[config.mk]
export PLATFORM = sky130hd
export DESIGN_NAME = i2c_slave_stat
export DESIGN_NICKNAME = d
export VERILOG_FILES = /design/src/rtl/i2cs_pkg.sv /design/src/rtl/i2cs_cond.sv /design/src/rtl/i2cs_engine.sv /design/src/rtl/i2cs_regs.sv /design/src/rtl/i2c_slave_stat.sv
export SDC_FILE = /design/constraint.sdc
export NUM_CORES = 1
export LEC_CHECK = 0
export ABC_CLOCK_PERIOD_IN_PS = 1800
export BUFFER_PORTS_ARGS = -buffer_cell sky130_fd_sc_hd__buf_2
export CORE_MARGIN = 1.5
export CORE_UTILIZATION = 53
export CTS_BUF_LIST = sky130_fd_sc_hd__clkbuf_4
export DETAILED_ROUTE_END_ITERATION = 10
export GPL_TIMING_DRIVEN = 0
export PLACE_DENSITY_LB_ADDON = 0.05
export SLEW_MARGIN = 20
export SYNTH_ARGS = -nofsm -noshare
export SYNTH_HDL_FRONTEND = slang
export SYNTH_HIERARCHICAL = 1
export SYNTH_SLANG_ARGS = --single-unit
[constraint.sdc]
create_clock -name clk_i -period 1.8 [get_ports clk_i]
set_input_delay 0.18 -clock clk_i [delete_from_list [all_inputs] [get_ports clk_i]]
set_output_delay 0.18 -clock clk_i [all_outputs]
set_load 0.01 [all_outputs]
[src/rtl/i2cs_pkg.sv]
package i2cs_pkg;
  localparam int unsigned DW     = 8;
  localparam int unsigned AW     = 7;
  localparam int unsigned CNT_W  = $clog2(DW + 2);

  typedef enum logic [1:0] {
    ST_IDLE = 2'd0,
    ST_ADDR = 2'd1,
    ST_DATA = 2'd2,
    ST_IGN  = 2'd3
  } eng_st_e;

  // control/status bit positions
  localparam int unsigned B_ACKE = 7;
  localparam int unsigned B_EN   = 6;
  localparam int unsigned B_IEN  = 5;
  localparam int unsigned B_GC   = 4;
  localparam int unsigned B_TR   = 3;
  localparam int unsigned B_BUSY = 2;
  localparam int unsigned B_SAM  = 1;
  localparam int unsigned B_LRB  = 0;
endpackage

[src/rtl/i2cs_cond.sv]
module i2cs_cond (
  input  logic clk_i,
  input  logic rst_ni,
  input  logic scl_i,
  input  logic sda_i,
  output logic start_o,
  output logic stop_o,
  output logic scl_rise_o,
  output logic scl_fall_o
);
  logic scl_q, sda_q;

  always_ff @(posedge clk_i or negedge rst_ni) begin
    if (!rst_ni) begin
      scl_q <= 1'b1;
      sda_q <= 1'b1;
    end else begin
      scl_q <= scl_i;
      sda_q <= sda_i;
    end
  end

  assign start_o    = scl_q & scl_i & sda_q & ~sda_i;
  assign stop_o     = scl_q & scl_i & ~sda_q & sda_i;
  assign scl_rise_o = ~scl_q & scl_i;
  assign scl_fall_o = scl_q & ~scl_i;
endmodule

[src/rtl/i2cs_engine.sv]
module i2cs_engine
  import i2cs_pkg::*;
#(
  parameter int unsigned DATA_W = DW,
  parameter int unsigned ADR_W  = AW
) (
  input  logic              clk_i,
  input  logic              rst_ni,
  input  logic              en_i,
  input  logic              acke_i,
  input  logic [DATA_W-1:0] own_i,
  input  logic              sda_i,
  input  logic              start_i,
  input  logic              stop_i,
  input  logic              scl_rise_i,
  input  logic              scl_fall_i,
  output logic              sda_oe_o,
  output logic              if_set_o,
  output logic              gc_o,
  output logic              tr_o,
  output logic              busy_o,
  output logic              sam_o,
  output logic              lrb_o
);
  localparam int unsigned CW      = $clog2(DATA_W + 2);
  localparam logic [CW-1:0] LAST  = CW'(DATA_W);
  localparam logic [CW-1:0] RWBIT = CW'(DATA_W - 1);

  eng_st_e          st_q;
  logic [CW-1:0]    cnt_q;
  logic [ADR_W-1:0] sh_q;
  logic             nine_q;
  logic             match, gcall, addr_ok, rx_dir;

  assign match   = (sh_q == own_i[ADR_W-1:0]);
  assign gcall   = (sh_q == '0);
  assign addr_ok = match | (gcall & acke_i);
  assign rx_dir  = (st_q == ST_ADDR) | ((st_q == ST_DATA) & ~tr_o);
  assign if_set_o = en_i & ~start_i & ~stop_i & scl_fall_i & nine_q;

  always_ff @(posedge clk_i or negedge rst_ni) begin
    if (!rst_ni) begin
      st_q     <= ST_IDLE;
      cnt_q    <= '0;
      sh_q     <= '0;
      nine_q   <= 1'b0;
      sda_oe_o <= 1'b0;
      gc_o     <= 1'b0;
      tr_o     <= 1'b0;
      busy_o   <= 1'b0;
      sam_o    <= 1'b0;
      lrb_o    <= 1'b0;
    end else if (!en_i) begin
      st_q     <= ST_IDLE;
      cnt_q    <= '0;
      nine_q   <= 1'b0;
      sda_oe_o <= 1'b0;
    end else if (start_i) begin
      st_q     <= ST_ADDR;
      cnt_q    <= '0;
      nine_q   <= 1'b0;
      sda_oe_o <= 1'b0;
      busy_o   <= 1'b1;
      sam_o    <= 1'b0;
      gc_o     <= 1'b0;
      tr_o     <= 1'b0;
    end else if (stop_i) begin
      st_q     <= ST_IDLE;
      cnt_q    <= '0;
      nine_q   <= 1'b0;
      sda_oe_o <= 1'b0;
      busy_o   <= 1'b0;
      sam_o    <= 1'b0;
      gc_o     <= 1'b0;
    end else begin
      if (!acke_i) sda_oe_o <= 1'b0;
      if (scl_rise_i && (st_q == ST_ADDR || st_q == ST_DATA)) begin
        if (cnt_q == LAST) begin
          lrb_o  <= sda_i;
          cnt_q  <= '0;
          nine_q <= 1'b1;
        end else begin
          cnt_q <= cnt_q + 1'b1;
          if (st_q == ST_ADDR && cnt_q == RWBIT) begin
            // sh_q holds the full address at this point
            sam_o <= match;
            gc_o  <= gcall;
            tr_o  <= addr_ok & sda_i;
            if (!addr_ok) st_q <= ST_IGN;
          end else begin
            sh_q <= {sh_q[ADR_W-2:0], sda_i};
          end
        end
      end
      if (scl_fall_i) begin
        if (nine_q) begin
          nine_q   <= 1'b0;
          sda_oe_o <= 1'b0;
          if (st_q == ST_ADDR) st_q <= ST_DATA;
        end else if (cnt_q == LAST && acke_i && rx_dir) begin
          sda_oe_o <= 1'b1;
        end
      end
    end
  end
endmodule

[src/rtl/i2cs_regs.sv]
module i2cs_regs
  import i2cs_pkg::*;
#(
  parameter int unsigned DATA_W = DW
) (
  input  logic              clk_i,
  input  logic              rst_ni,
  input  logic              sel_i,
  input  logic              we_i,
  input  logic [DATA_W-1:0] wdata_i,
  output logic [DATA_W-1:0] rdata_o,
  input  logic [4:0]        flags_i,
  input  logic              if_set_i,
  input  logic              gate_i,
  output logic              acke_o,
  output logic              en_o,
  output logic              ien_o,
  output logic [DATA_W-1:0] own_o,
  output logic              intf_o,
  output logic              irq_o
);
  logic [2:0] ctl_q;

  always_ff @(posedge clk_i or negedge rst_ni) begin
    if (!rst_ni) begin
      ctl_q  <= '0;
      own_o  <= '0;
      intf_o <= 1'b0;
    end else begin
      if (we_i && !sel_i) begin
        ctl_q  <= wdata_i[B_ACKE:B_IEN];
        intf_o <= 1'b0;
      end else if (if_set_i && ien_o) begin
        intf_o <= 1'b1;
      end
      if (we_i && sel_i) own_o <= wdata_i;
    end
  end

  assign acke_o  = ctl_q[2];
  assign en_o    = ctl_q[1];
  assign ien_o   = ctl_q[0];
  assign rdata_o = sel_i ? own_o : {ctl_q, flags_i};
  assign irq_o   = intf_o & ien_o & gate_i;
endmodule

[src/rtl/i2c_slave_stat.sv]
module i2c_slave_stat
  import i2cs_pkg::*;
(
  input  logic          clk_i,
  input  logic          rst_ni,
  input  logic          scl_i,
  input  logic          sda_i,
  output logic          sda_oe_o,
  input  logic          reg_sel_i,
  input  logic          reg_we_i,
  input  logic [DW-1:0] reg_wdata_i,
  output logic [DW-1:0] reg_rdata_o,
  input  logic          irq_gate_i,
  output logic          intf_o,
  output logic          irq_o
);
  logic start_w, stop_w, rise_w, fall_w;
  logic acke_w, en_w, ien_w, if_set_w;
  logic gc_w, tr_w, busy_w, sam_w, lrb_w;
  logic [DW-1:0] own_w;

  i2cs_cond u_cond (
    .clk_i(clk_i), .rst_ni(rst_ni), .scl_i(scl_i), .sda_i(sda_i),
    .start_o(start_w), .stop_o(stop_w), .scl_rise_o(rise_w), .scl_fall_o(fall_w)
  );

  i2cs_engine #(.DATA_W(DW), .ADR_W(AW)) u_eng (
    .clk_i(clk_i), .rst_ni(rst_ni), .en_i(en_w), .acke_i(acke_w), .own_i(own_w),
    .sda_i(sda_i), .start_i(start_w), .stop_i(stop_w), .scl_rise_i(rise_w),
    .scl_fall_i(fall_w), .sda_oe_o(sda_oe_o), .if_set_o(if_set_w), .gc_o(gc_w),
    .tr_o(tr_w), .busy_o(busy_w), .sam_o(sam_w), .lrb_o(lrb_w)
  );

  i2cs_regs #(.DATA_W(DW)) u_regs (
    .clk_i(clk_i), .rst_ni(rst_ni), .sel_i(reg_sel_i), .we_i(reg_we_i),
    .wdata_i(reg_wdata_i), .rdata_o(reg_rdata_o),
    .flags_i({gc_w, tr_w, busy_w, sam_w, lrb_w}), .if_set_i(if_set_w),
    .gate_i(irq_gate_i), .acke_o(acke_w), .en_o(en_w), .ien_o(ien_w),
    .own_o(own_w), .intf_o(intf_o), .irq_o(irq_o)
  );
endmodule

Yosys cells after proc, flatten, opt, wreduce, memory -nomap -nowiden
Cells that the tools add are included.

storage, ports and cells
  input port bits = 15
  memories = 0
  register bits after elaboration = 34
  latch bits = 0
  ROM bits = 0
  memory bits (writable) = 0

operators by class
  magnitude comparators = 0
  multipliers = 0
  equal/unequal tests = 9
  reductions and logical operators = 21
  shift-type cells = 0
  mux-type cells = 49
  add/subtract/negate cells = 1
  bitwise logic cells = 27
  divide/modulo/power cells = 0

operators with widths
  cell                                                             count
  1-bit 2-to-1 mux                                                 33
  2-bit 2-to-1 mux                                                 10
  4-bit 2-to-1 mux                                                 5
  1-bit bitwise AND                                                16
  5-bit AND reduction                                              2
  1-bit NOT                                                        9
  8-bit 2-to-1 mux                                                 1
  2-bit nonzero test                                               4
  7-bit == test                                                    1
  1-bit logical AND                                                7
  7-bit zero test                                                  1
  6-bit AND reduction                                              1
  3-bit nonzero test                                               2
  4-bit by 1-bit adder with 4-bit output, second input constant    1
  4-bit by 3-bit == test with 1-bit output, second input constant  1
  4-bit == test, second input constant                             1
  2-bit by 1-bit != test with 1-bit output, second input constant  2
  4-bit != test, second input constant                             1
  4-bit AND reduction                                              1
  3-bit by 1-bit != test with 1-bit output, second input constant  1
  2-bit by 1-bit == test with 1-bit output, second input constant  1
  2-bit == test, second input constant                             1
  1-bit OR                                                         2
  2-bit AND reduction                                              1
  other kinds (2)                                                  2

Logic depth before layout (Yosys ltp)
  depth in word-level cells = 13
  mapped depth = 7
  depth with buffers taken out = 7

Modules after synthesis
Netlist, hierarchy kept.

by module, submodules not included
  module       seq. area each (um2)  times used  area each (um2)  cells an instance
  i2cs_engine  500.5                 1           1,091.0          110
  i2cs_regs    300.3                 1           565.5            37
  i2cs_cond    52.6                  1           87.6             6

Worst setup path before layout
OpenSTA, ideal clock, no wires.

  kind = register to register
  start point = reg u_cond.sda_q
  end point = reg u_eng.sh_q[0]
  path slack = 0.057 ns
  cell stages (with the launch flop) = 7
  path buffers = 0
  data arrival time = 1.615 ns
  library setup time = 0.128 ns
  required time = 1.672 ns
  clock period less this slack = 1.743 ns
  cell sequence = dfstp_2 > and4b_1 > nor2_1 > nand2_1 > nor2_1 > nand3_2 > mux2_1

between the ends
  longest elaborated chain between the ends = 5

ends and longest elaborated chain
  what                            line                  RTL
  start: declaration              i2cs_cond.sv:11       logic scl_q, sda_q;
  start signal: assignment        i2cs_cond.sv:19       sda_q <= sda_i;
  1-bit NOT                       i2cs_cond.sv:24       assign stop_o = scl_q & scl_i & ~sda_q & sda_i;
  1-bit bitwise AND (2 in a row)  i2cs_cond.sv:24
  named net stop_w                i2c_slave_stat.sv:17  logic start_w, stop_w, rise_w, fall_w;
  1-bit NOT (no line)             n/a
  6-bit AND reduction (no line)   n/a
  end signal: assignment          i2cs_engine.sv:91     sh_q <= {sh_q[ADR_W-2:0], sda_i};
  end: declaration                i2cs_engine.sv:31     logic [ADR_W-1:0] sh_q;

The timed path passes the listed nets, and every way through them passes these cells.
A chain may end at the register's enable or synchronous reset.

Final worst setup path
  start point = in sda_i
  end point = reg u_eng.sh_q[2]

between the ends
  longest elaborated chain between the ends = 4

ends and longest elaborated chain
  what                           line                  RTL
  start: declaration             i2c_slave_stat.sv:7   input logic sda_i,
  1-bit NOT                      i2cs_cond.sv:23       assign start_o = scl_q & scl_i & sda_q & ~sda_i;
  1-bit bitwise AND              i2cs_cond.sv:23
  named net start_w              i2c_slave_stat.sv:17
  1-bit NOT (no line)            n/a
  6-bit AND reduction (no line)  n/a

The timed path passes the listed nets, and every way through them passes these cells.

==> flow_summary.ini <==
[run_status]
status = finished, final reports clean

[sta]
tightest_slew_ns = 0.767
fin_crit_ns = 1.76
rsz0062_at_grt = yes
fin_crit_sh_pct = 97.7
slew_headroom_pct = 48.9
max_clock_freq_mhz = 569
fin_skew_ns = 0.0120
slew_viol_final = 0
hold_viol_final = 0
setup_viol = 0
setup_tns_ns = 0

[synth]
ys_seq_elements = 34
synth_top_area_share_pct = 45.9
synth_edf_count = 0
yosys-top-cells-area = dfrtp_1 (46%), mux2_2 (13%), mux2_1 (4.5%)
synthDistinctLibCells = 39
syn_nets = 172
avgSynthCellArea_sq_um = 11.4
syn_inst = 153
yosys-top-cells-count = dfrtp_1 (32), mux2_2 (20), nand2_1 (18)
yosysSeqAreaShare_pct = 48.9
yosysWarnings = 6
syn_area_sq_um = 1740
synth_area_leader_cell = dfrtp_1
synth_top_flop_cell = dfrtp_1
async_flop_share_pct = 100
yosys.cell_count.top_type = dfrtp_1

[setup_path]
crit_start = sda_i
cp.required_ns = 2.03
end_kind = flip-flop
cp_data_arrival_time_ns = 1.99
worstPathMaxFanout = 7
r2r_end = u_eng/sh_q[2]$_DFFE_PN0P_
rr_worst_depth = 6
worstSetupStartpointType = input port
endpoint = u_eng/sh_q[2]$_DFFE_PN0P_
r2r_slack_ns = 0.05
crit_type = input port to flip-flop
reg2reg_from = u_cond/sda_q$_DFF_PN1_

[global_route]
grt_pass1_vias = 1277
grt_max_degree = 35
overflow = 0
antenna_found_initial = 0
grt_usage_pct = 22.4
grt_pass1_wl_mm = 5.78

[cells_and_area]
fin_cells = 235
drive_gt1_share_pct = 37.2
synthToLayoutAreaGrowth_pct = 18.4
fillCellCount = 269
multi_input_area_sq_um = 888
layout.area.seq_sq_um = 853
antenna_cells = 0
final_nets = 209

[die]
dieArea_sq_um = 3640
start_util_pct = 56.7
coreArea_sq_um = 3080
ios = 26
die_y_microns = 60.4
rows = 20
die_x_microns = 60.4

[pwr]
leakage_uw = 0.000998
p_clk_share_pct = 26.6
intPower_uw = 1120
power_uw = 1560
swShare_pct = 28.5
p_sw_uw = 445
combPwrFrac_pct = 17.2
ir_drop_mv = 0.514
pwr_density_cell_nw_per_um2 = 757
seq_power_share_pct = 56.2

[drt]
vias = 1296
antenna_left = 0
vias_per_cell = 5.51
wl_per_cell_microns = 16.0
detail_route.first_pass.iterations = 4
wl_mm = 3.76
drtIter0Drc = 38
drc = 0

[clocking]
clock_latency_ns = 0.34
root_buffer = clkbuf_4
cts_max_level = 2
cts_buffer_depth = 2
cts_tree = built
cts_buffers = 5
clk_pin_slew_ns = 0.11
clkSinkCount = 34

[place]
gp_congestion = 0.879
dp_cells = 221
io_buffers = 24
hpwlAfterDp_mm = 2.65

[worst_hold_path]
hold_path.class = input port to flip-flop

[job]
maxCapViolations = 0
[cell families (layout without fill, tap and decap cells)]
| group | Yosys count | after routing | share of synthesized area [%] |
|---|---|---|---|
| and+or+nand+nor | 55 | 55 | 17.9 |
| DFF | 34 | 34 | 48.9 |
| muxes | 27 | 27 | 17.4 |
| AOI/OAI and AO/OA | 18 | 18 | 7.25 |
| buffers and inverters | 8 | 46 | 2.15 |
| xor gates and xnor gates | 7 | 7 | 3.52 |
| adders and majority gates | 4 | 4 | 2.87 |
[flip-flops by register name (all words and copies together) (netlist names)]
register,flops
u_eng/sda_oe_o,1
u_eng/busy_o,1
u_cond/sda_q,1
u_eng/nine_q,1
u_eng/sam_o,1
u_eng/sh_q,7
u_eng/gc_o,1
u_regs/ctl_q,3
u_eng/st_q,2
u_eng/lrb_o,1
u_eng/cnt_q,4
u_eng/tr_o,1
u_regs/intf_o,1
u_cond/scl_q,1
u_regs/own_o,8
[per-stage QoR]
| step | worst slack (ns) | util [%] | hold slack, ns | cell area (sq um) |
|---|---|---|---|---|
| 6_report | 0.0412 | 67.1 | 0.0732 | 2060 |
| 4_1_cts | 0.00787 | 66.1 | 0.0558 | 2030 |
| 3_5_place_dp | -0.166 | 62.4 | 0.294 | 1920 |
| 3_3_place_gp | -0.111 | 62.4 | 0.285 | 1920 |
| 5_1_grt | -0.0230 | 67.1 | 0.0508 | 2060 |
| 2_1_floorplan | 0.0572 | - | -0.116 | 1740 |
[power groups by stage]
stage                     combinational [uW]  clock, uW  sequential (uW)
after global routing                     291        464              884
after global placement                   243          0              886
after CTS                                267        430              877
final                                    269        416              878
after floorplan                          169          0              871
after detailed placement                 255          0              892
[layout by cell type (no fill, tap or decap), types with 2 or more instances in the layout]
cell / count
a21oi_1: 5
nor2_4: 2
dlygate4sd3_1: 3
xor2_1: 4
xnor2_1: 3
buf_2: 23
nor2b_1: 3
buf_4: 4
or2_1: 2
mux2_1: 7
ha_1: 4
inv_1: 6
dfrtp_1: 32
clkbuf_4: 6
nor3_1: 2
nand2_1: 17
mux2_2: 20
a31oi_1: 4
and4b_2: 2
dfstp_2: 2
o2bb2ai_1: 2
nor2_1: 10
nand3_1: 3
[how the worst min path moves through the flow]
stage / from / end / cells past startpoint
after floorplan: rst_ni / u_eng/busy_o$_DFFE_PN0P_ / 0
after global placement: rst_ni / u_eng/lrb_o$_DFFE_PN0P_ / 1
after detailed placement: rst_ni / u_eng/sh_q[1]$_DFFE_PN0P_ / 1
after CTS: reg_wdata_i[4] / u_regs/own_o[4]$_DFFE_PN0P_ / 2
after global routing: reg_wdata_i[4] / u_regs/own_o[4]$_DFFE_PN0P_ / 2
final: reg_wdata_i[4] / u_regs/own_o[4]$_DFFE_PN0P_ / 2
[layout make-up]
| cell class | instances | share of cell area, % |
|---|---|---|
| buffer | 2 | 0.788 |
| clock buffer | 6 | 2.18 |
| clock inverter | 2 | 0.424 |
| inverter | 6 | 1.09 |
| multi-input combinational | 111 | 43.0 |
| sequential | 34 | 41.3 |
| tap | 44 | 2.67 |
| timing repair buffer | 30 | 8.48 |
[metal layers]
layer	routed length, microns	up-vias	global-route usage (%)
met3	125	4	5.54
met1	1730	642	27.6
met5	0	-	0
met2	1880	31	38.2
met4	24	0	8.57
li1	-	619	-
[worst max-delay path, stage by stage]
cell,delay (ns)
dlygate4sd3_1,0.53
buf_4,0.13
and4b_2,0.27
nor2_4,0.15
nand2_2,0.09
nor2_4,0.15
nand3_4,0.14
mux2_1,0.34
[what timing repair did]
| item | CTS | global route |
|---|---|---|
| resized for setup | 9 | 3 |
| pin swaps | 1 | 4 |
| gates cloned | 0 | 0 |
| hold endpoints to repair | 34 | 0 |
| setup endpoints to repair | 11 | 11 |
| buffers inserted | 0 | 3 |
| hold buffers | 3 | 0 |
Note: power is estimated with default switching activity, not from simulation.
